File: config.mk
export PLATFORM = sky130hd
export DESIGN_NAME = radix8_mult
export DESIGN_NICKNAME = d
export VERILOG_FILES = /design/src/rtl/r8m_pkg.sv /design/src/rtl/r8m_recode.sv /design/src/rtl/r8m_ripple3y.sv /design/src/rtl/r8m_ppgen.sv /design/src/rtl/r8m_csa_tree.sv /design/src/rtl/radix8_mult.sv
export SDC_FILE = /design/constraint.sdc
export NUM_CORES = 1
export LEC_CHECK = 0
export BUFFER_PORTS_ARGS = -buffer_cell sky130_fd_sc_hd__buf_4
export CORE_MARGIN = 3
export CORE_UTILIZATION = 35
export DETAILED_ROUTE_END_ITERATION = 10
export GPL_TIMING_DRIVEN = 1
export HOLD_SLACK_MARGIN = 0.1
export SYNTH_ARGS = -nofsm -noshare
export SYNTH_HDL_FRONTEND = slang
export SYNTH_SLANG_ARGS = --single-unit
File: constraint.sdc
create_clock -name clk -period 6.4 [get_ports clk]
set_input_delay 0.32 -clock clk [delete_from_list [all_inputs] [get_ports clk]]
set_output_delay 0.32 -clock clk [all_outputs]
set_load 0.03 [all_outputs]
File: src/rtl/r8m_pkg.sv
package r8m_pkg;

   // One signed radix-8 digit: sign and magnitude 0..4
   typedef struct packed {
      logic       neg;
      logic [2:0] mag;
   } r8_digit_t;

   // Digit groups needed for an unsigned W-bit multiplier (one extra zero bit on top)
   function automatic int unsigned num_groups(input int unsigned w);
      return (w + 3) / 3;
   endfunction

   // Rows left after one 3:2 layer
   function automatic int unsigned csa_next(input int unsigned n);
      return 2 * (n / 3) + (n % 3);
   endfunction

   // Row count entering layer lvl
   function automatic int unsigned csa_rows_at(input int unsigned n, input int unsigned lvl);
      int unsigned c;
      c = n;
      for (int unsigned i = 0; i < lvl; i++) c = csa_next(c);
      return c;
   endfunction

   // Layers until two rows remain
   function automatic int unsigned csa_levels(input int unsigned n);
      int unsigned c;
      int unsigned l;
      c = n;
      l = 0;
      while (c > 2) begin
         c = csa_next(c);
         l++;
      end
      return l;
   endfunction

   // g = {b(3i+2), b(3i+1), b(3i), b(3i-1)}
   function automatic r8_digit_t recode(input logic [3:0] g);
      int        v;
      r8_digit_t d;
      v = 2 * int'(g[2]) + int'(g[1]) + int'(g[0]) - 4 * int'(g[3]);
      d.neg = (v < 0);
      d.mag = 3'((v < 0) ? -v : v);
      return d;
   endfunction

endpackage

File: src/rtl/r8m_recode.sv
module r8m_recode
   import r8m_pkg::*;
#(
   parameter int unsigned W = 8,
   parameter int unsigned G = num_groups(W)
) (
   input  logic [W-1:0]          mult_i,
   output r8_digit_t [G-1:0]     digits_o
);

   localparam int unsigned XW  = 3 * G + 1;
   localparam int unsigned PAD = XW - W - 1;

   // bit 0 stands for the implicit zero below the LSB
   logic [XW-1:0] ext;
   assign ext = {{PAD{1'b0}}, mult_i, 1'b0};

   for (genvar g = 0; g < G; g++) begin : g_grp
      assign digits_o[g] = recode(ext[3*g+3 : 3*g]);
   end

endmodule

File: src/rtl/r8m_ripple3y.sv
module r8m_ripple3y #(
   parameter int unsigned W = 8
) (
   input  logic           clk,
   input  logic           rst_n,
   input  logic           start_i,
   input  logic [W-1:0]   y_i,
   output logic [W+1:0]   y3_o,
   output logic           done_o
);

   localparam int unsigned SW = W + 2;
   localparam int unsigned IW = $clog2(SW + 1);

   logic [SW-1:0] y_q;
   logic [SW-1:0] acc_q;
   logic          carry_q;
   logic [IW-1:0] idx_q;
   logic          run_q;
   logic          done_q;

   logic bit_y, bit_2y, sum_b, carry_b;

   always_comb begin
      bit_y   = y_q[idx_q];
      bit_2y  = y_q[idx_q - IW'(1)];
      sum_b   = bit_y ^ bit_2y ^ carry_q;
      carry_b = (bit_y & bit_2y) | (bit_y & carry_q) | (bit_2y & carry_q);
   end

   // Bit 0 of 3Y equals y[0]; bits 1..W+1 follow one per cycle
   always_ff @(posedge clk) begin
      if (!rst_n) begin
         y_q     <= '0;
         acc_q   <= '0;
         carry_q <= 1'b0;
         idx_q   <= '0;
         run_q   <= 1'b0;
         done_q  <= 1'b0;
      end else begin
         done_q <= 1'b0;
         if (start_i) begin
            y_q     <= {2'b00, y_i};
            acc_q   <= {{(SW-1){1'b0}}, y_i[0]};
            carry_q <= 1'b0;
            idx_q   <= IW'(1);
            run_q   <= 1'b1;
         end else if (run_q) begin
            acc_q[idx_q] <= sum_b;
            carry_q      <= carry_b;
            if (idx_q == IW'(SW - 1)) begin
               run_q  <= 1'b0;
               done_q <= 1'b1;
            end else begin
               idx_q <= idx_q + IW'(1);
            end
         end
      end
   end

   assign y3_o   = acc_q;
   assign done_o = done_q;

endmodule

File: src/rtl/r8m_ppgen.sv
module r8m_ppgen
   import r8m_pkg::*;
#(
   parameter int unsigned W  = 8,
   parameter int unsigned G  = num_groups(W),
   parameter int unsigned PW = 2 * W
) (
   input  logic [W-1:0]           y_i,
   input  logic [W+1:0]           y3_i,
   input  r8_digit_t [G-1:0]      digits_i,
   output logic [G:0][PW-1:0]     rows_o
);

   localparam int unsigned MW = W + 2;

   logic [MW-1:0] m1, m2, m4;
   assign m1 = {2'b00, y_i};
   assign m2 = {1'b0, y_i, 1'b0};
   assign m4 = {y_i, 2'b00};

   for (genvar g = 0; g < G; g++) begin : g_row
      logic [MW-1:0] sel;
      logic [PW-1:0] ext;
      always_comb begin
         case (digits_i[g].mag)
            3'd1:    sel = m1;
            3'd2:    sel = m2;
            3'd3:    sel = y3_i;
            3'd4:    sel = m4;
            default: sel = '0;
         endcase
      end
      // inversion of the zero-extended multiple is its full-width sign extension
      assign ext       = PW'(sel);
      assign rows_o[g] = (digits_i[g].neg ? ~ext : ext) << (3 * g);
   end

   // +1 corrections of negative rows gathered in one row
   always_comb begin
      rows_o[G] = '0;
      for (int g = 0; g < G; g++) rows_o[G][3*g] = digits_i[g].neg;
   end

endmodule

File: src/rtl/r8m_csa_tree.sv
module r8m_csa_tree
   import r8m_pkg::*;
#(
   parameter int unsigned PW = 16,
   parameter int unsigned NR = 4
) (
   input  logic [NR-1:0][PW-1:0] rows_i,
   output logic [PW-1:0]         sum_o,
   output logic [PW-1:0]         carry_o
);

   localparam int unsigned NL = csa_levels(NR);

   if (NR < 3) begin : g_bad_rows
      $error("r8m_csa_tree needs at least three rows");
   end

   for (genvar l = 0; l < NL; l++) begin : g_lvl
      localparam int unsigned N  = csa_rows_at(NR, l);
      localparam int unsigned NN = csa_next(N);
      localparam int unsigned T  = N / 3;
      localparam int unsigned RM = N % 3;

      logic [PW-1:0] cur [N];
      logic [PW-1:0] nxt [NN];

      if (l == 0) begin : g_src_in
         for (genvar r = 0; r < N; r++) begin : g_r
            assign cur[r] = rows_i[r];
         end
      end else begin : g_src_lvl
         for (genvar r = 0; r < N; r++) begin : g_r
            assign cur[r] = g_lvl[l-1].nxt[r];
         end
      end

      for (genvar t = 0; t < T; t++) begin : g_fa
         assign nxt[2*t]   = cur[3*t] ^ cur[3*t+1] ^ cur[3*t+2];
         assign nxt[2*t+1] = ((cur[3*t] & cur[3*t+1]) |
                              (cur[3*t] & cur[3*t+2]) |
                              (cur[3*t+1] & cur[3*t+2])) << 1;
      end

      for (genvar k = 0; k < RM; k++) begin : g_pass
         assign nxt[2*T+k] = cur[3*T+k];
      end
   end

   assign sum_o   = g_lvl[NL-1].nxt[0];
   assign carry_o = g_lvl[NL-1].nxt[1];

endmodule

File: src/rtl/radix8_mult.sv
module radix8_mult
   import r8m_pkg::*;
#(
   parameter int unsigned W = 8
) (
   input  logic              clk,
   input  logic              rst_n,
   input  logic              in_valid,
   output logic              in_ready,
   input  logic [W-1:0]      in_a,
   input  logic [W-1:0]      in_b,
   output logic              out_valid,
   output logic [2*W-1:0]    out_product
);

   localparam int unsigned G  = num_groups(W);
   localparam int unsigned PW = 2 * W;
   localparam int unsigned NR = G + 1;

   if (W < 4) begin : g_bad_width
      $error("radix8_mult needs W >= 4");
   end

   logic              busy_q;
   logic [W-1:0]      a_q;
   logic [W-1:0]      b_q;
   logic              vld_q;
   logic [PW-1:0]     prod_q;

   logic              accept;
   logic [W+1:0]      y3;
   logic              y3_done;
   r8_digit_t [G-1:0] digits;
   logic [NR-1:0][PW-1:0] rows;
   logic [PW-1:0]     csa_s;
   logic [PW-1:0]     csa_c;
   logic [PW-1:0]     prod_d;

   assign accept = in_valid & ~busy_q;

   r8m_ripple3y #(.W(W)) u_3y (
      .clk     (clk),
      .rst_n   (rst_n),
      .start_i (accept),
      .y_i     (in_a),
      .y3_o    (y3),
      .done_o  (y3_done)
   );

   r8m_recode #(.W(W), .G(G)) u_rec (
      .mult_i   (b_q),
      .digits_o (digits)
   );

   r8m_ppgen #(.W(W), .G(G), .PW(PW)) u_pp (
      .y_i      (a_q),
      .y3_i     (y3),
      .digits_i (digits),
      .rows_o   (rows)
   );

   r8m_csa_tree #(.PW(PW), .NR(NR)) u_tree (
      .rows_i  (rows),
      .sum_o   (csa_s),
      .carry_o (csa_c)
   );

   assign prod_d = csa_s + csa_c;

   always_ff @(posedge clk) begin
      if (!rst_n) begin
         busy_q <= 1'b0;
         a_q    <= '0;
         b_q    <= '0;
         vld_q  <= 1'b0;
         prod_q <= '0;
      end else begin
         vld_q <= 1'b0;
         if (accept) begin
            busy_q <= 1'b1;
            a_q    <= in_a;
            b_q    <= in_b;
         end else if (y3_done) begin
            busy_q <= 1'b0;
            vld_q  <= 1'b1;
            prod_q <= prod_d;
         end
      end
   end

   assign in_ready    = ~busy_q;
   assign out_valid   = vld_q;
   assign out_product = prod_q;

endmodule

Word level (Yosys, flattened, before mapping) --
Index checks and enable logic that the tools add are counted.
Storage, ports and cells: flip-flop bits (word level) 51, input port bits 19, word-level logic and storage cells 111, output and inout bits 18
Operators by class: equality and inequality tests 14, $add $sub $neg 13, bitwise logic cells 30, $lt $le $gt $ge 6, multiplexer cells 28, reduce and logical (&&, ||, !) cells 8
Operator list (count):
- $pmux W10 S4 | 3
- $lt A32 B1 Y1 const B | 2
- $and A15 B15 Y15 | 4
- $or A15 B15 Y15 | 4
- $xor A16 B16 Y16 | 3
- $add A32 B2 Y32 | 1
- $sub A32 B4 Y32 | 1
- $and A15 B7 Y15 | 2
- $eq A3 B2 Y1 const B | 6
- $add A16 B16 Y16 | 1
- $mux W16 | 1
- $not A10 Y16 | 1
- $xor A16 B7 Y16 | 1
- $mux W1 | 15
- $mux W13 | 1
- $not A10 Y13 | 1
- $bwmux W10 | 1
- $lt A4 B5 Y1 const B | 2
- $mux W10 | 1
- $not A10 Y10 | 1
- $add A2 B1 Y3 | 3
- $eq A3 B1 Y1 const B | 3
- $eq A3 B3 Y1 const B | 3
- $mux W3 | 3
- other kinds (20) | 35

Depth between registers and ports, before layout --
Gate-level depths: netlist of run 1.
depth after elaboration 16, gate-level depth with buffers 21, gate-level depth less buffers 19

Hierarchy --
Synthesis of run 1 repeated with hierarchy kept, for this count alone.
Unflattened totals: cell total of the unflattened synthesis 594, area, all modules 5405.2 µm²
Modules (own cells, without submodules):
- radix8_mult | instances 1, cells an instance 233, sequential area each 680.7 µm², area each 1888.1 µm²
- r8m_ppgen | instances 1, cells an instance 183, sequential area each 0.0 µm², area each 1448.9 µm²
- r8m_ripple3y | instances 1, cells an instance 120, sequential area each 500.5 µm², area each 1242.4 µm²
- r8m_csa_tree | instances 1, cells an instance 35, sequential area each 0.0 µm², area each 644.4 µm²
- r8m_recode | instances 1, cells an instance 23, sequential area each 0.0 µm², area each 181.4 µm²

Worst setup path before layout of run 1 --
Ideal clock, no wire load.
kind flip-flop to flip-flop, from reg b_q[2], to reg prod_q[15], in the netlist out_product[15], data required time 6283 ps, data arrival time 4640 ps, path slack 1642 ps, cell stages (with the launch flop) 21, path buffers 2, library setup time 117 ps, cells stage by stage dfxtp_1 -> ha_1 -> inv_1 -> ha_1 -> clkbuf_1 -> clkinv_1 -> a21o_1 -> and2_0 -> clkbuf_1 -> a222oi_1 -> xnor2_1 -> fa_1 -> inv_1 -> ha_1 -> ha_1 -> a21o_1 -> a21o_1 -> a21oi_1 -> a31oi_1 -> a311o_1 -> a32o_1
Between the ends: cells in the longest elaborated chain, start to end 15, elaborated cells between the ends (all ways) 38
Ends and longest elaborated chain:
- start, declared | line radix8_mult.sv:26 | logic [W-1:0] b_q;
- start signal, assigned | line radix8_mult.sv:82 | b_q <= in_b;
- $add A32 B2 Y32 | line r8m_pkg.sv:44 | v = 2 * int'(g[2]) + int'(g[1]) + int'(g[0]) - 4 * int'(g[3]);
- $sub A32 B4 Y32 | line r8m_pkg.sv:44
- $lt A32 B1 Y1 or $neg A3 Y3 (tied branches) | line r8m_pkg.sv:45, r8m_pkg.sv:46
- $mux W3 | line r8m_pkg.sv:46 | d.mag = 3'((v < 0) ? -v : v);
- $eq A3 B3 Y1, or another cell as far along | line r8m_ppgen.sv:25 | case (digits_i[g].mag)
- $pmux W10 S4 | line r8m_ppgen.sv:25
- $not A10 Y13 | line r8m_ppgen.sv:35 | assign rows_o[g] = (digits_i[g].neg ? ~ext : ext) << (3 * g);
- $mux W13 | line r8m_ppgen.sv:35
- $and A15 B15 Y15 | line r8m_csa_tree.sv:39 | assign nxt[2*t+1] = ((cur[3*t] & cur[3*t+1]) |
- $or A15 B15 Y15 | line r8m_csa_tree.sv:39
- $or A15 B15 Y15 | line r8m_csa_tree.sv:40 | (cur[3*t] & cur[3*t+2]) |
- $and A15 B15 Y15 | line r8m_csa_tree.sv:39
- $or A15 B15 Y15 | line r8m_csa_tree.sv:39
- $or A15 B15 Y15 | line r8m_csa_tree.sv:40
- $add A16 B16 Y16 * | line radix8_mult.sv:68 | assign prod_d = csa_s + csa_c;
- end signal, assigned | line radix8_mult.sv:86 | prod_q <= prod_d;
- end, declared | line radix8_mult.sv:28 | logic [PW-1:0] prod_q;
Mark *: on every way between the ends. The rest lies on a longest branch, timed or not. A chain may end at the register's enable or synchronous reset.

Final worst setup path of run 1 --
Same ends and word-level chain as after synthesis.

==> run_results.csv, run 1 <==
group,metric,value,unit
critical_path,cp-end-kind,"register",
clocking,cts_buffers,5,
sta,finalCritPeriodShare,79.5,%
clocking,cts_root_buf,"clkbuf_16",
sta,relSlewSlack,30.7,%
placed_design,dpl_cell_area,4690,um2
power_and_ir_drop,power,0.923,mW
layout,antenna_cells,0,
routing,drt_iter0_drc,332,
sta,hold_slack,0.258,ns
sta,final-hold-violation-count,0,
routing,drc,0,
layout,fillers,1237,
floorplanning,fp.dieW,117,um
global_routing,grt_first_pass_wirelength,19100,um
run_status,status,"finished clean",
placed_design,port_buffers,36,
sta,setup_ws,1.31,ns
global_routing,grt_pass1_vias,3839,
floorplanning,dieArea,13800,um2
sta,clock.fmax,197,MHz
critical_path,critPathMaxFanout,10,
logic_synthesis,synth_flop_cell,"dfxtp_1",
layout,syn2layout_area_growth,11.2,%
critical_path,path_common_cell,"ha_1",
critical_path,critical-path-top-delay-family,"compound AO/OA/AOI/OAI gates",
sta,worst_pin_slew,1.04,ns
placed_design,post-place-ws,1.37,ns
routing,avgViaCountPerCell,5.46,
power_and_ir_drop,p_per_area,191,nW/um2
min_path,hold_path_class,"primary input to register",
clocking,cts.clk_slew.worst_paths,0.08,ns
sta,finalSetupViolCount,0,
sta,grt_setup_unrepaired,"no",
floorplanning,core_area,12100,um2
critical_path,crit_required,6.60,ns
floorplanning,fp-row-count,40,
logic_synthesis,synth_area_leaders,"dfxtp_1, ha_1, nand2_1, xnor2_1, a21oi_1",
power_and_ir_drop,power_leakage,2.02,nW
layout,final_nets,608,
routing,firstDrtPassIters,7,
sta,finalClockSkew,0.00855,ns
routing,vias,3835,
critical_path,slowest_delay,0.52,ns
clocking,post_cts_buffers,0,
global_routing,grt_use_total,16.8,%
sta,layout_min_cycle_time,5.09,ns
logic_synthesis,synth.avg_cell_area,8.25,um2
critical_path,crit_type,"register to register",
routing,ant_nets,0,
placed_design,place_hpwl,8490,um
routing,wl_per_cell,16.0,um
floorplanning,num_io_pins,37,
layout,drive_gt1_share,12.9,%
logic_synthesis,synthCells,527,
logic_synthesis,synthTopCellsByCount,"nand2_1, dfxtp_1, a21oi_1",
critical_path,cp.arrival,5.29,ns
global_routing,overflow,0,
critical_path,crit_slowest_cell,"fa_1",
clocking,postCtsHoldBufs,0,
sta,setup_tns,0,ns
logic_synthesis,yosysTopAreaCell,"dfxtp_1",
logic_synthesis,synth-edff-count,0,
clocking,clk_latency,0.31,ns
routing,wl,11300,um
critical_path,crit_path_cell_trace,"ha_1, inv_1, ha_1, clkinv_1, a21o_1, and2_0, a222oi_1, xnor2_1, fa_1, inv_1, ha_1, ha_1, a21o_1, a21o_1, a21oi_1, a31oi_1, a311o_1, a32o_1",
global_routing,grt_max_degree,30,
logic_synthesis,synth_most_common_cell,"nand2_1",
layout,finalNonFillerCells,703,
job,cap_violations,0,
clocking,cts-resized-gates,0,
logic_synthesis,synth-seq-cells,51,
global_routing,antenna_found_initial,0,
floorplanning,initial_core_util,36.0,%
layout,final_util,40.1,%
logic_synthesis,synthArstFlopShare,0,%
logic_synthesis,syn_area,4350,um2
sta,report.final.slew_viol_count,0,
critical_path,cp-start-kind,"register",
critical_path,crit_buf_inv,3,
placed_design,gp_congestion,0.947,
floorplanning,dieHeight,117,um
clocking,cts_tree,"done",
layout,design_area,4840,um2
power_and_ir_drop,peakVddDrop,0.000126,V
logic_synthesis,yosysWarnings,0,
placed_design,placed_cells,695,
logic_synthesis,synth_top_area_share,23.5,%
clocking,htreeDepth,2,
logic_synthesis,syn_nets,601,
clocking,clock-sinks,51,
logic_synthesis,synth_cell_types,61,
clocking,clk_path_buf_depth,2,
logic_synthesis,seq_area_frac_synth,23.5,%
## metal layers
layer	up-vias	global-route usage (%)	share of wire, %
li1	1915	-	-
met2	113	27.1	45
met5	-	0	0
met3	25	3.22	5.1
met4	0	7.25	2.8
met1	1782	22.1	47
## report_power, final
| group | internal (mW) | switching [mW] |
|---|---|---|
| registers | 0.327 | 0.0217 |
| logic | 0.122 | 0.171 |
| clock network | 0.147 | 0.135 |
## worst min-delay path, cell delays in order
cell and delay (ns):
buf_4 0.11, nand2_1 0.04, a21oi_1 0.05
## cell type report
| cell class | count | area, um2 | area share (%) |
|---|---|---|---|
| Inverter | 26 | 97.6 | 2.02 |
| Clock buffer | 5 | 125 | 2.59 |
| Sequential cell | 51 | 1020 | 21.1 |
| Timing Repair Buffer | 38 | 285 | 5.90 |
| Clock inverter | 3 | 23.8 | 0.492 |
| Tap cell | 168 | 210 | 4.35 |
| Multi-Input combinational cell | 412 | 3070 | 63.5 |
## cell usage in the layout (no fill, tap or decap), types with 5 or more instances in the layout
cell type and instances:
a211oi_1 7, a21o_1 10, a21oi_1 49, a222oi_1 13, a22oi_1 9, a311oi_1 5
a31oi_1 5, a32o_1 8, and2_1 5, and3_1 13, buf_4 38, clkbuf_16 5
dfxtp_1 51, fa_1 10, ha_1 45, inv_1 24, mux2_2 7, nand2_1 72
nand3_1 15, nor2_1 22, nor2b_1 6, nor3_1 5, o21ai_0 17, xnor2_1 30
## sequential cells by signal, indices dropped and copies added (netlist names)
register      flops
a_q               8
b_q               8
busy_q            1
out_product      16
out_valid         1
u_3y.carry_q      1
u_3y.done_o       1
u_3y.idx_q        4
u_3y.run_q        1
u_3y.y3_o        10
## logic make-up (layout without fill, tap and decap cells)
| group | after synthesis | count (layout) | share of synthesized area, % |
|---|---|---|---|
| XOR/XNOR | 34 | 34 | 6.85 |
| flip-flops | 51 | 51 | 23.5 |
| multiplexers | 14 | 14 | 4.58 |
| buffers and inverters | 64 | 72 | 5.96 |
| AO/OA/AOI/OAI | 145 | 145 | 23.1 |
| AND/OR/NAND/NOR | 164 | 164 | 18.5 |
| adder cells (fa/ha/maj) | 55 | 55 | 17.6 |
## final timing paths
| check | startpoint | end | slack, ns | depth (start not counted) |
|---|---|---|---|---|
| setup / recovery | b_q[2]$_SDFFE_PN0P_ | out_product[15]$_SDFFE_PN0P_ | 1.31 | 18 |
| hold / removal | in_b[3] | b_q[3]$_SDFFE_PN0P_ | 0.26 | 3 |
| setup reg to reg | b_q[2]$_SDFFE_PN0P_ | out_product[15]$_SDFFE_PN0P_ | 1.31 | 18 |
| hold reg to reg | out_product[7]$_SDFFE_PN0P_ | out_product[7]$_SDFFE_PN0P_ | 0.45 | 2 |
(Power assumes the default switching activity.)
==> inputs of run 2 (changes only) <==
==> constraint.sdc (replaced) <==
create_clock -name clk -period 5.1 [get_ports clk]
set_input_delay 0.255 -clock clk [delete_from_list [all_inputs] [get_ports clk]]
set_output_delay 0.255 -clock clk [all_outputs]
set_load 0.03 [all_outputs]
==> run 2 against run 1 <==
  * Utilization grew 0.53 points
  * Count of clock-buffer cells in the layout is the same
  * Global-route usage shrank 0.77 points
  * Largest power group unchanged
  * Highest routed layer unchanged
==> run_results.csv, run 2 (synthesis results as in run 1) <==
group,metric,value,unit
run_status,status,"finished clean",
critical_path,r2r_slack,0.31,ns
global_routing,overflow,0,
global_routing,grt_use_total,16.1,%
layout,syn2layout_area_growth,12.7,%
layout,antenna_cells,0,
layout,drive_gt1_share,14.6,%
routing,wl,10800,um
min_path,min_from,"in_a[7]",
critical_path,cp.arrival,4.98,ns
routing,wl_per_cell,15.2,um
power_and_ir_drop,power_leakage,2.05,nW
critical_path,crit_required,5.29,ns
floorplanning,initial_core_util,36.0,%
sta,grt_setup_unrepaired,"no",
sta,setup_tns,0,ns
clocking,cts.clk_slew.worst_paths,0.07,ns
global_routing,grt_first_pass_wirelength,18700,um
sta,finalCritPeriodShare,93.9,%
clocking,postCtsHoldBufs,0,
min_path,hold_path_class,"primary input to register",
routing,highest_layer,"met4",
min_path,hold_depth,3,
critical_path,cp-start-kind,"register",
layout,final_util,40.6,%
global_routing,antenna_found_initial,0,
routing,drt_iter0_drc,482,
floorplanning,num_io_pins,37,
placed_design,place_hpwl,8150,um
clocking,htreeDepth,2,
floorplanning,core_area,12100,um2
clocking,cts_buffers,5,
floorplanning,fp-row-count,40,
routing,vias,3860,
floorplanning,dieHeight,117,um
sta,layout_min_cycle_time,4.79,ns
placed_design,gp_congestion,0.885,
routing,wl_met3,474,um
global_routing,grt_max_degree,30,
clocking,clk_path_buf_depth,2,
min_path,holdPathEnd,"a_q[7]$_SDFFE_PN0P_",
layout,design_area,4900,um2
sta,report.final.slew_viol_count,0,
clocking,clk_latency,0.30,ns
critical_path,rr_endpoint,"out_product[15]$_SDFFE_PN0P_",
global_routing,grt_pass1_vias,3697,
sta,worst_pin_slew,1.01,ns
layout,final_nets,614,
layout,final_common_cell,"nand2_1",
placed_design,port_buffers,36,
routing,drc,0,
power_and_ir_drop,peakVddDrop,0.000128,V
floorplanning,dieArea,13800,um2
critical_path,cp-end-kind,"register",
routing,ant_nets,0,
sta,final-hold-violation-count,0,
critical_path,critPathMaxFanout,11,
layout,largest_reg_flops,16,
routing,wl_met2,4800,um
job,cap_violations,0,
floorplanning,fp.dieW,117,um
routing,wl_met1,5330,um
placed_design,dpl_cell_area,4710,um2
critical_path,crit_type,"register to register",
clocking,clock-sinks,51,
routing,firstDrtPassIters,6,
clocking,cts_tree,"done",
power_and_ir_drop,p_per_area,238,nW/um2
sta,clock.fmax,209,MHz
sta,relSlewSlack,32.7,%
critical_path,r2r_cells,18,
sta,finalSetupViolCount,0,
critical_path,r2r-start,"b_q[4]$_SDFFE_PN0P_",
clocking,cts_root_buf,"clkbuf_16",
sta,finalClockSkew,0.00764,ns
routing,avgViaCountPerCell,5.44,
layout,final_cell_mix,"nand2_1, dfxtp_1, a21oi_1",
==> run 2: area by class of cell <==
cell class              count  area (um2)
fillers                  1218        7160
multi-input cells         412        3080
flip-flops and latches     51        1020
repair buffers             44         334
well taps                 168         210
clock buffers               5         125
inverters                  26         101
clock inverters             3        25.0
==> run 2: critical path: stages, from the launching register on <==
cell and delay (ns):
dfxtp_1 0.42, inv_1 0.07, ha_1 0.20, a211oi_2 0.27, inv_2 0.18, xnor2_2 0.24, a32o_1 0.29, a222oi_1 0.36
xnor2_1 0.16, fa_1 0.52, inv_1 0.04, ha_1 0.28, ha_1 0.30, a21o_1 0.19, a21o_1 0.17, a21oi_1 0.22
a31oi_1 0.19, a311o_1 0.38, a32o_1 0.20
==> run 2: repair_timing <==
item,in CTS,in global routing
resized for setup,0,7
buffers inserted,0,3
setup endpoints to repair,0,6
endpoints found under the hold margin,0,0
==> run 2: where the power goes <==
group          internal, mW  switching (mW)
registers             0.410          0.0269
clock network         0.186           0.165
logic                 0.164           0.216
==> run 2: worst max-delay path by stage <==
stage	from	cells after the start	end	slack, ns
2_1_floorplan	b_q[2]$_SDFFE_PN0P_	20	out_product[15]$_SDFFE_PN0P_	0.34
3_3_place_gp	b_q[4]$_SDFFE_PN0P_	18	out_product[15]$_SDFFE_PN0P_	0.33
3_5_place_dp	b_q[2]$_SDFFE_PN0P_	18	out_product[15]$_SDFFE_PN0P_	0.22
4_1_cts	b_q[2]$_SDFFE_PN0P_	18	out_product[15]$_SDFFE_PN0P_	0.18
5_1_grt	b_q[5]$_SDFFE_PN0P_	18	out_product[15]$_SDFFE_PN0P_	0.03
6_report	b_q[4]$_SDFFE_PN0P_	18	out_product[15]$_SDFFE_PN0P_	0.31
==> run 2: through the flow <==
| stage | hold slack, ns | setup WS, ns | cells | total power, mW |
|---|---|---|---|---|
| final | 0.199 | 0.309 | 709 | 1.17 |
| after global routing | 0.201 | 0.0337 | 709 | 1.25 |
| after detailed placement | 0.446 | 0.219 | 698 | 0.814 |
| after floorplan | 0.391 | 0.342 | 527 | 0.724 |
| after global placement | 0.443 | 0.332 | 698 | 0.809 |
| after CTS | 0.191 | 0.180 | 706 | 1.17 |
==> run 2: layer usage <==
layer  up-vias  track usage (%)
li1       1933                -
met1      1803             22.5
met2       106             25.3
met3        18             2.69
met4         0             4.98
met5         -                0
==> inputs of run 3 (changes only) <==
--- a/config.mk
+++ b/config.mk
@@ -6,8 +6,9 @@
 export NUM_CORES = 1
 export LEC_CHECK = 0
 export BUFFER_PORTS_ARGS = -buffer_cell sky130_fd_sc_hd__buf_4
-export CORE_MARGIN = 3
-export CORE_UTILIZATION = 35
+export CORE_MARGIN = 4
+export CORE_UTILIZATION = 40
+export CTS_CLUSTER_DIAMETER = 50
 export DETAILED_ROUTE_END_ITERATION = 10
 export GPL_TIMING_DRIVEN = 1
 export HOLD_SLACK_MARGIN = 0.1
==> run 3 against run 2 <==
  * Global-route usage up 1.7 points
  * Sequential share of layout area grew 0.51 points
  * Combinational power hardly changed
  * Worst hold slack got worse by 0.038 ns
  * Highest routed layer unchanged
  * Fmax increased by 0.10%
  * Routed wire length grew 2.6%
  * Clock skew increased by 0.0020 ns
  * Critical path type unchanged
  * Critical path depth stayed put
==> run_results.csv, run 3 (synthesis results as in run 1) <==
group,metric,value,unit
run_status,status,"finished clean",
floorplanning,core_area,10500,um2
routing,avgViaCountPerCell,5.78,
sta,worst_pin_slew,0.943,ns
clocking,htreeDepth,2,
sta,finalSetupViolCount,0,
placed_design,port_buffers,36,
global_routing,grt_first_pass_wirelength,18700,um
layout,finalNonFillerCells,675,
critical_path,cp.arrival,5.02,ns
global_routing,overflow,0,
clocking,cts_tree,"done",
min_path,hold_path_class,"primary input to register",
global_routing,grt_max_degree,30,
critical_path,r2r-start,"b_q[4]$_SDFFE_PN0P_",
global_routing,grt_use_total,17.8,%
routing,drt_iter0_drc,248,
sta,report.final.slew_viol_count,0,
floorplanning,dieHeight,112,um
routing,wl_per_cell,16.4,um
sta,finalCritPeriodShare,93.9,%
sta,setup_tns,0,ns
power_and_ir_drop,peakVddDrop,0.000131,V
placed_design,place_hpwl,8410,um
layout,final_common_cell,"nand2_1",
critical_path,critPathMaxFanout,8,
clocking,cts.clk_slew.worst_paths,0.11,ns
min_path,holdPathEnd,"a_q[5]$_SDFFE_PN0P_",
routing,vias,3900,
floorplanning,num_io_pins,37,
critical_path,cp-start-kind,"register",
clocking,post_cts_buffers,0,
routing,wl,11100,um
min_path,min_from,"in_a[5]",
sta,finalClockSkew,0.00961,ns
global_routing,antenna_found_initial,0,
routing,ant_nets,0,
critical_path,crit_required,5.33,ns
global_routing,grt_pass1_vias,3624,
critical_path,crit_type,"register to register",
clocking,cts_root_buf,"clkbuf_8",
sta,layout_min_cycle_time,4.79,ns
min_path,hold_depth,3,
sta,relSlewSlack,37.0,%
floorplanning,initial_core_util,41.6,%
clocking,cts_buffers,5,
placed_design,gp_congestion,0.943,
floorplanning,dieArea,12600,um2
layout,largest_reg_flops,16,
sta,clock.fmax,209,MHz
clocking,clk_path_buf_depth,2,
clocking,clk_latency,0.33,ns
placed_design,placed_cells,667,
layout,drive_gt1_share,13.9,%
critical_path,r2r_cells,18,
layout,antenna_cells,0,
layout,syn2layout_area_growth,10.0,%
layout,final_nets,612,
floorplanning,fp-row-count,37,
power_and_ir_drop,power_leakage,2.01,nW
routing,drc,0,
sta,final-hold-violation-count,0,
critical_path,r2r_slack,0.31,ns
routing,firstDrtPassIters,7,
critical_path,rr_endpoint,"out_product[15]$_SDFFE_PN0P_",
power_and_ir_drop,p_per_area,225,nW/um2
floorplanning,fp.dieW,112,um
layout,final_cell_mix,"nand2_1, dfxtp_1, a21oi_1",
clocking,clock-sinks,51,
sta,grt_setup_unrepaired,"no",
job,cap_violations,0,
critical_path,cp-end-kind,"register",
-- run 3: power by group --
part	internal [mW]	leakage, nW	switching, mW
clock	0.101	0.0491	0.159
sequential	0.410	0.414	0.0264
combinational	0.159	1.55	0.219
total	0.670	2.01	0.405
-- run 3: worst max-delay path: stages (launching register included) --
cell and delay [ns]:
dfxtp_1 0.42, inv_1 0.06, ha_1 0.35, xnor2_1 0.16
buf_4 0.16, xnor2_1 0.24, a32o_1 0.33, a222oi_1 0.36
xnor2_1 0.14, fa_1 0.51, inv_1 0.04, ha_1 0.28
ha_1 0.29, a21o_1 0.18, a21o_1 0.17, a21oi_1 0.22
a31oi_1 0.20, a311o_1 0.39, a32o_1 0.20
-- run 3: per-layer routing --
metal | global-route usage, % | routed length, um | up-vias
li1 | - | - | 1924
met1 | 24.6 | 5310 | 1830
met2 | 28.9 | 5070 | 128
met3 | 2.91 | 515 | 18
met4 | 4.57 | 189 | 0
met5 | 0 | 0 | -
-- run 3: worst max-delay path by stage --
stage	end	start	cells after the start
CTS	out_product[15]$_SDFFE_PN0P_	b_q[4]$_SDFFE_PN0P_	18
finish	out_product[15]$_SDFFE_PN0P_	b_q[4]$_SDFFE_PN0P_	18
global route	out_product[12]$_SDFFE_PN0P_	b_q[4]$_SDFFE_PN0P_	17
floorplan	out_product[15]$_SDFFE_PN0P_	b_q[2]$_SDFFE_PN0P_	20
detailed placement	out_product[15]$_SDFFE_PN0P_	b_q[4]$_SDFFE_PN0P_	18
global placement	out_product[15]$_SDFFE_PN0P_	b_q[4]$_SDFFE_PN0P_	18
-- run 3: final cells by class --
type	instances	area [um2]
Fill cell	1071	5680
Multi-Input combinational cell	412	3080
Sequential cell	51	1020
Timing Repair Buffer	42	315
Tap cell	136	170
Inverter	26	101
Clock buffer	5	68.8
Clock inverter	3	26.3
-- run 3: timing repair --
item	CTS	global route
gates resized for setup	0	3
hold endpoints to repair	0	0
hold buffers	0	0
endpoints found under the setup margin	0	3
-- run 3: through the flow --
step | setup WS, ns | hold WS [ns] | power [mW] | util [%] | cell area [um2]
floorplan | 0.342 | 0.391 | 0.724 | - | 4350
global route | 0.00129 | 0.149 | 1.15 | 45.7 | 4780
global placement | 0.377 | 0.442 | 0.814 | 44.7 | 4680
finish | 0.313 | 0.161 | 1.07 | 45.7 | 4780
detailed placement | 0.302 | 0.448 | 0.816 | 44.7 | 4680
CTS | 0.261 | 0.154 | 1.08 | 45.6 | 4770
